## config.mk

```make
export PLATFORM = sky130hd
export DESIGN_NAME = fx2fp_conv
export DESIGN_NICKNAME = d
export VERILOG_FILES = /design/src/rtl/fx2fp_pkg.sv /design/src/rtl/fx2fp_abs.sv /design/src/rtl/fx2fp_lead_one.sv /design/src/rtl/fx2fp_norm_round.sv /design/src/rtl/fx2fp_conv.sv
export SDC_FILE = /design/constraint.sdc
export NUM_CORES = 1
export LEC_CHECK = 0
export ABC_CLOCK_PERIOD_IN_PS = 6640
export BUFFER_PORTS_ARGS = -buffer_cell sky130_fd_sc_hd__buf_2
export CORE_ASPECT_RATIO = 1.75
export CORE_MARGIN = 3
export CORE_UTILIZATION = 30
export CTS_CLUSTER_SIZE = 8
export DETAILED_ROUTE_END_ITERATION = 16
export HOLD_SLACK_MARGIN = 0.15
export PLACE_DENSITY = 0.44
export SYNTH_ARGS = -nofsm -noshare
export SYNTH_HDL_FRONTEND = slang
export SYNTH_SLANG_ARGS = --single-unit
```

## constraint.sdc

```tcl
create_clock -name clk_i -period 6.64 [get_ports clk_i]
set_clock_uncertainty 0.2 [all_clocks]
set_input_delay 0.664 -clock clk_i [delete_from_list [all_inputs] [get_ports clk_i]]
set_output_delay 0.664 -clock clk_i [all_outputs]
set_load 0.05 [all_outputs]
```

## src/rtl/fx2fp_pkg.sv

```systemverilog
package fx2fp_pkg;
  function automatic int exp_bias(input int exp_w);
    return (1 << (exp_w - 1)) - 1;
  endfunction
endpackage

```

## src/rtl/fx2fp_abs.sv

```systemverilog
module fx2fp_abs #(
  parameter int FIX_W = 12
) (
  input  logic [FIX_W-1:0] fix_i,
  output logic [FIX_W-1:0] mag_o,
  output logic             sign_o,
  output logic             zero_o
);
  // most negative input stays 100..0, read as unsigned 2^(FIX_W-1)
  assign sign_o = fix_i[FIX_W-1];
  assign mag_o  = sign_o ? (~fix_i + 1'b1) : fix_i;
  assign zero_o = ~|fix_i;
endmodule

```

## src/rtl/fx2fp_lead_one.sv

```systemverilog
module fx2fp_lead_one #(
  parameter int W     = 12,
  parameter int POS_W = $clog2(W)
) (
  input  logic [W-1:0]     vec_i,
  output logic [POS_W-1:0] pos_o
);
  always_comb begin
    pos_o = '0;
    for (int i = 0; i < W; i++)
      if (vec_i[i]) pos_o = POS_W'(i);
  end
endmodule

```

## src/rtl/fx2fp_norm_round.sv

```systemverilog
module fx2fp_norm_round #(
  parameter int FIX_W = 12,
  parameter int MAN_W = 8,
  parameter int POS_W = $clog2(FIX_W)
) (
  input  logic [FIX_W-1:0] mag_i,
  input  logic [POS_W-1:0] pos_i,
  output logic [MAN_W-1:0] man_o,
  output logic             carry_o
);
  localparam logic [POS_W-1:0] TOP = POS_W'(FIX_W - 1);

  logic [FIX_W-1:0] norm;
  assign norm = mag_i << (TOP - pos_i);

  generate
    if (FIX_W > MAN_W) begin : g_round
      localparam int DROP = FIX_W - MAN_W;
      logic [MAN_W-1:0] kept;
      logic             guard, sticky, inc;
      logic [MAN_W:0]   sum;
      assign kept  = norm[FIX_W-1 -: MAN_W];
      assign guard = norm[DROP-1];
      if (DROP > 1) begin : g_sticky
        assign sticky = |norm[DROP-2:0];
      end else begin : g_nosticky
        assign sticky = 1'b0;
      end
      assign inc     = guard & (sticky | kept[0]);
      assign sum     = {1'b0, kept} + {{MAN_W{1'b0}}, inc};
      assign carry_o = sum[MAN_W];
      assign man_o   = carry_o ? {1'b1, {(MAN_W-1){1'b0}}} : sum[MAN_W-1:0];
    end else begin : g_pad
      assign man_o   = MAN_W'(norm) << (MAN_W - FIX_W);
      assign carry_o = 1'b0;
    end
  endgenerate
endmodule

```

## src/rtl/fx2fp_conv.sv

```systemverilog
module fx2fp_conv
  import fx2fp_pkg::*;
#(
  parameter int FIX_W  = 12,
  parameter int FRAC_W = 4,
  parameter int EXP_W  = 6,
  parameter int MAN_W  = 8
) (
  input  logic                   clk_i,
  input  logic                   rst_ni,
  input  logic                   valid_i,
  input  logic [FIX_W-1:0]       fix_i,
  output logic                   valid_o,
  output logic [EXP_W+MAN_W:0]   float_o
);
  localparam int POS_W = $clog2(FIX_W);
  localparam int EOFF  = exp_bias(EXP_W) + 1 - FRAC_W;
  localparam logic [EXP_W-1:0] ZERO_EXP = '0;
  localparam logic [MAN_W-1:0] ZERO_MAN = '0;

  // stage 1: absolute value, zero detect
  logic [FIX_W-1:0] mag_d, s1_mag;
  logic             sign_d, zero_d, s1_sign, s1_zero, s1_vld;

  fx2fp_abs #(.FIX_W(FIX_W)) u_abs (
    .fix_i  (fix_i),
    .mag_o  (mag_d),
    .sign_o (sign_d),
    .zero_o (zero_d)
  );

  always_ff @(posedge clk_i or negedge rst_ni) begin
    if (!rst_ni) begin
      s1_vld  <= 1'b0;
      s1_sign <= 1'b0;
      s1_zero <= 1'b1;
      s1_mag  <= '0;
    end else begin
      s1_vld  <= valid_i;
      s1_sign <= sign_d;
      s1_zero <= zero_d;
      s1_mag  <= mag_d;
    end
  end

  // stage 2: leading one, normalize, round, exponent
  logic [POS_W-1:0]   pos;
  logic [MAN_W-1:0]   man_d;
  logic               carry;
  logic [EXP_W-1:0]   exp_d;
  logic [EXP_W+MAN_W:0] word_d;

  fx2fp_lead_one #(.W(FIX_W), .POS_W(POS_W)) u_lead (
    .vec_i (s1_mag),
    .pos_o (pos)
  );

  fx2fp_norm_round #(.FIX_W(FIX_W), .MAN_W(MAN_W), .POS_W(POS_W)) u_norm (
    .mag_i   (s1_mag),
    .pos_i   (pos),
    .man_o   (man_d),
    .carry_o (carry)
  );

  assign exp_d  = EXP_W'(EOFF) + EXP_W'(pos) + EXP_W'(carry);
  assign word_d = s1_zero ? {1'b0, ZERO_EXP, ZERO_MAN} : {s1_sign, exp_d, man_d};

  always_ff @(posedge clk_i or negedge rst_ni) begin
    if (!rst_ni) begin
      valid_o <= 1'b0;
      float_o <= '0;
    end else begin
      valid_o <= s1_vld;
      float_o <= word_d;
    end
  end
endmodule

```

==> qor.csv <==
metric;value;unit
dominant cells by area after synthesis;dfrtp_1 36%, xnor2_1 4.7%, nor2_1 3.5%, a21oi_1 3.4%, ha_1 3.0%;
area leader, netlist;dfrtp_1;
final hold vios;0;
register area share after synthesis;37.66;%
WP data required;6.59;ns
Post-synth EDFFs;0;
die area;7948;sq um
CTS resizes;0;
crit path buf inv count;1;
first-pass GRT wire length;8.355;mm
IO Pins;31;
relative slew slack;54.22;%
CP Class;reg -> reg;
met2 Resource Use GR;27.12;%
# setup viols final;0;
met3 usage;2.910;%
met1 GRT Util;13.20;%
DRC viols;0;
Synth top area share;36.39;%
Port Buffers;30;
leak pwr;1.028;nW
Comb power frac;37.2;%
critical-path cell list;nor4_2, a21boi_2, inv_2, ha_1, nand2_1, a311oi_1, o221a_2, ha_1, nand3_1, nor4_2, ha_1, ha_1, xnor2_1, nor2_1;
status;finished, final reports clean;
vias in the first global route;1752;
Die Y;115.7;microns
die span in x;68.69;microns
NumNets Final;277;
GP Congestion;0.8324;
max_cap viols;0;
clk_lat worst skew;0.27;ns
Flop pwr share;31.3;%
Final ANT Viol Nets;0;
Core Box Area;6588;sq um
Synth Cell Area;2063;sq um
layout cells sized above 1;20.93;%
Sink Count;31;
setup TNS;0;ns
depth of the CTS H-tree;2;
top_reg_cell synth;dfrtp_1;
Routed Wire Length;5.282;mm
DRT Pass-1 Iters;4;
syn_nets;249;
clock slew seen by the registers of the worst setup and hold paths;0.05;ns
vias;1817;
ratio of final minimum period to clock period;70.53;%
GRT overflow;0;
# diodes;0;
DRT iter0 DRCs;67;
Worst path max stage delay;0.63;ns
pin count of the biggest net entering global routing;32;
synthesized area per cell;9.010;sq um
synth warn;0;
post-layout min period;4.683;ns
Final Core Density;36.77;%
postcts setup bufs;0;
RSZ-0062 raised after global routing;false;
Starting Density;31.32;%
GRT Total Usage;14.20;%
Slew Viols, Final;0;
FMAX;213.5;MHz
GR peak layer;met2;
Internal Power;0.0004595;W
CTS tree;yes;
Cells after Synth;229;
clock share of power;31.5;%
Crit-path slowest cell;a21boi_2;
antenna violations before repair;0;
Via density;5.344;
row cnt;39;
Clock Tree Buf Depth;2;
Synth cell types;59;
Max IR drop VDD;0.0001106;V
async set-reset flop share out of synthesis;100.0;%
hold bufs inserted after CTS;1;
CP dominant cell by count;ha_1;
CTS Buf Count;5;
peak fanout along the critical path;16;
Setup crit end kind;flop;
Sw Ratio;39.29;%
Area growth, synth to finish;17.40;%
Critical Path Source Type;flop;
FF+latch count, synth;31;
DPL Wire Length;4.148;mm
Final Power;0.0007569;W
crit path DAT;4.64;ns
Psw;0.0002974;W
Power Dens Cells;312.5;nW/um^2
Hold Path Class;in -> async;
WL per Instance;15.54;microns
Tightest Pin Transition;0.6827;ns
Root Driver;clkbuf_16;
CP delay by family, top;adder cells;
[final cells by class]
type / count / area (sq um)
Fill cell: 716 / 4165
Multi-Input combinational cell: 174 / 1169
Sequential cell: 31 / 777.0
Timing Repair Buffer: 31 / 160.2
Clock buffer: 7 / 152.6
Tap cell: 82 / 102.6
Inverter: 14 / 53.80
Clock inverter: 1 / 7.507
[cells in the mapped netlist (3+ instances only)]
library cell and number:
nor2_1 19, o31ai_1 5, o21ai_0 10, nand2b_1 4
nand2_1 16, inv_1 11, xnor2_1 11, a21oi_1 14
a21boi_0 4, dfrtp_1 30, buf_2 3, and2_1 4
clkbuf_1 4, a31oi_1 4, buf_6 3, nand3_1 5
nor3_1 9, a211oi_1 8, nor3b_1 3, nor2b_1 6
or2_1 3, o211ai_1 3, ha_1 5, o21ai_1 3
[final timing paths]
path,slack [ns],end,startpoint,cells past startpoint
max reg2reg,1.96,float_o[10]$_DFF_PN0_,s1_mag[11]$_DFF_PN0_,14
min,0.21,float_o[0]$_DFF_PN0_,rst_ni,1
min reg2reg,0.26,float_o[14]$_DFF_PN0_,s1_sign$_DFF_PN0_,1
max in group asynchronous,5.59,s1_mag[1]$_DFF_PN0_,rst_ni,1
min in group clk_i,0.26,float_o[14]$_DFF_PN0_,s1_sign$_DFF_PN0_,1
max,1.96,float_o[10]$_DFF_PN0_,s1_mag[11]$_DFF_PN0_,14
[power groups by stage]
stage | sequential [W] | clock [W] | combinational [W]
global route | 0.000241 | 0.000255 | 0.000306
finish | 0.000237 | 0.000238 | 0.000281
CTS | 0.000237 | 0.000245 | 0.000284
global placement | 0.000240 | 0 | 0.000283
detailed placement | 0.000240 | 0 | 0.000282
floorplan | 0.000314 | 0 | 0.000142
[worst register-to-register path, delay by kind of cell (launching register included)]
family	cells	cell delay, ns
flip-flops	1	0.48
AND/OR/NAND/NOR	5	1.20
adder cells (fa/ha/maj)	4	1.22
buffers and inverters	1	0.17
AO/OA/AOI/OAI	3	1.16
XOR/XNOR	1	0.12
[kinds of logic after synthesis]
group	after synthesis	synth area share, %
adders and majority gates	5	3.032
xor gates and xnor gates	13	5.519
and+or+nand+nor	83	22.13
DFF	31	37.66
buffers and inverters	24	5.700
muxes	2	0.9703
AOI/OAI and AO/OA	71	24.99
[sequential cells by signal, summed over array words and instances, names as in the netlist]
register and cells:
float_o 15, s1_mag 12, s1_sign 1, s1_vld 1
s1_zero 1, valid_o 1
[per-stage QoR]
step                      instances  hold WS (ns)  worst slack, ns  area [sq um]
after CTS                       340        0.2625            2.010          2422
after global placement          331        0.1311            2.180          2252
after floorplan                 229        0.1312            2.685          2063
final                           340        0.2126            1.957          2422
after global routing            340        0.2698            1.639          2422
after detailed placement        331        0.1347            2.032          2252
[cells in the final DEF (no fill, tap or decap), types with 5 or more instances in the layout]
cell type,netlist,routed
dfrtp_1,30,30
buf_2,3,30
nor2_1,19,19
nand2_1,16,16
a21oi_1,14,14
inv_1,11,11
xnor2_1,11,11
o21ai_0,10,10
nor3_1,9,9
a211oi_1,8,8
nor2b_1,6,6
o31ai_1,5,5
nand3_1,5,5
ha_1,5,5
clkbuf_16,0,5
[per-layer routing]
layer  wire length, microns  vias up
li1                       -      895
met1                   1806      854
met2                   2988       49
met3                    240       19
met4                    246        0
met5                      0        -
Note: power is estimated with default switching activity, not from simulation.
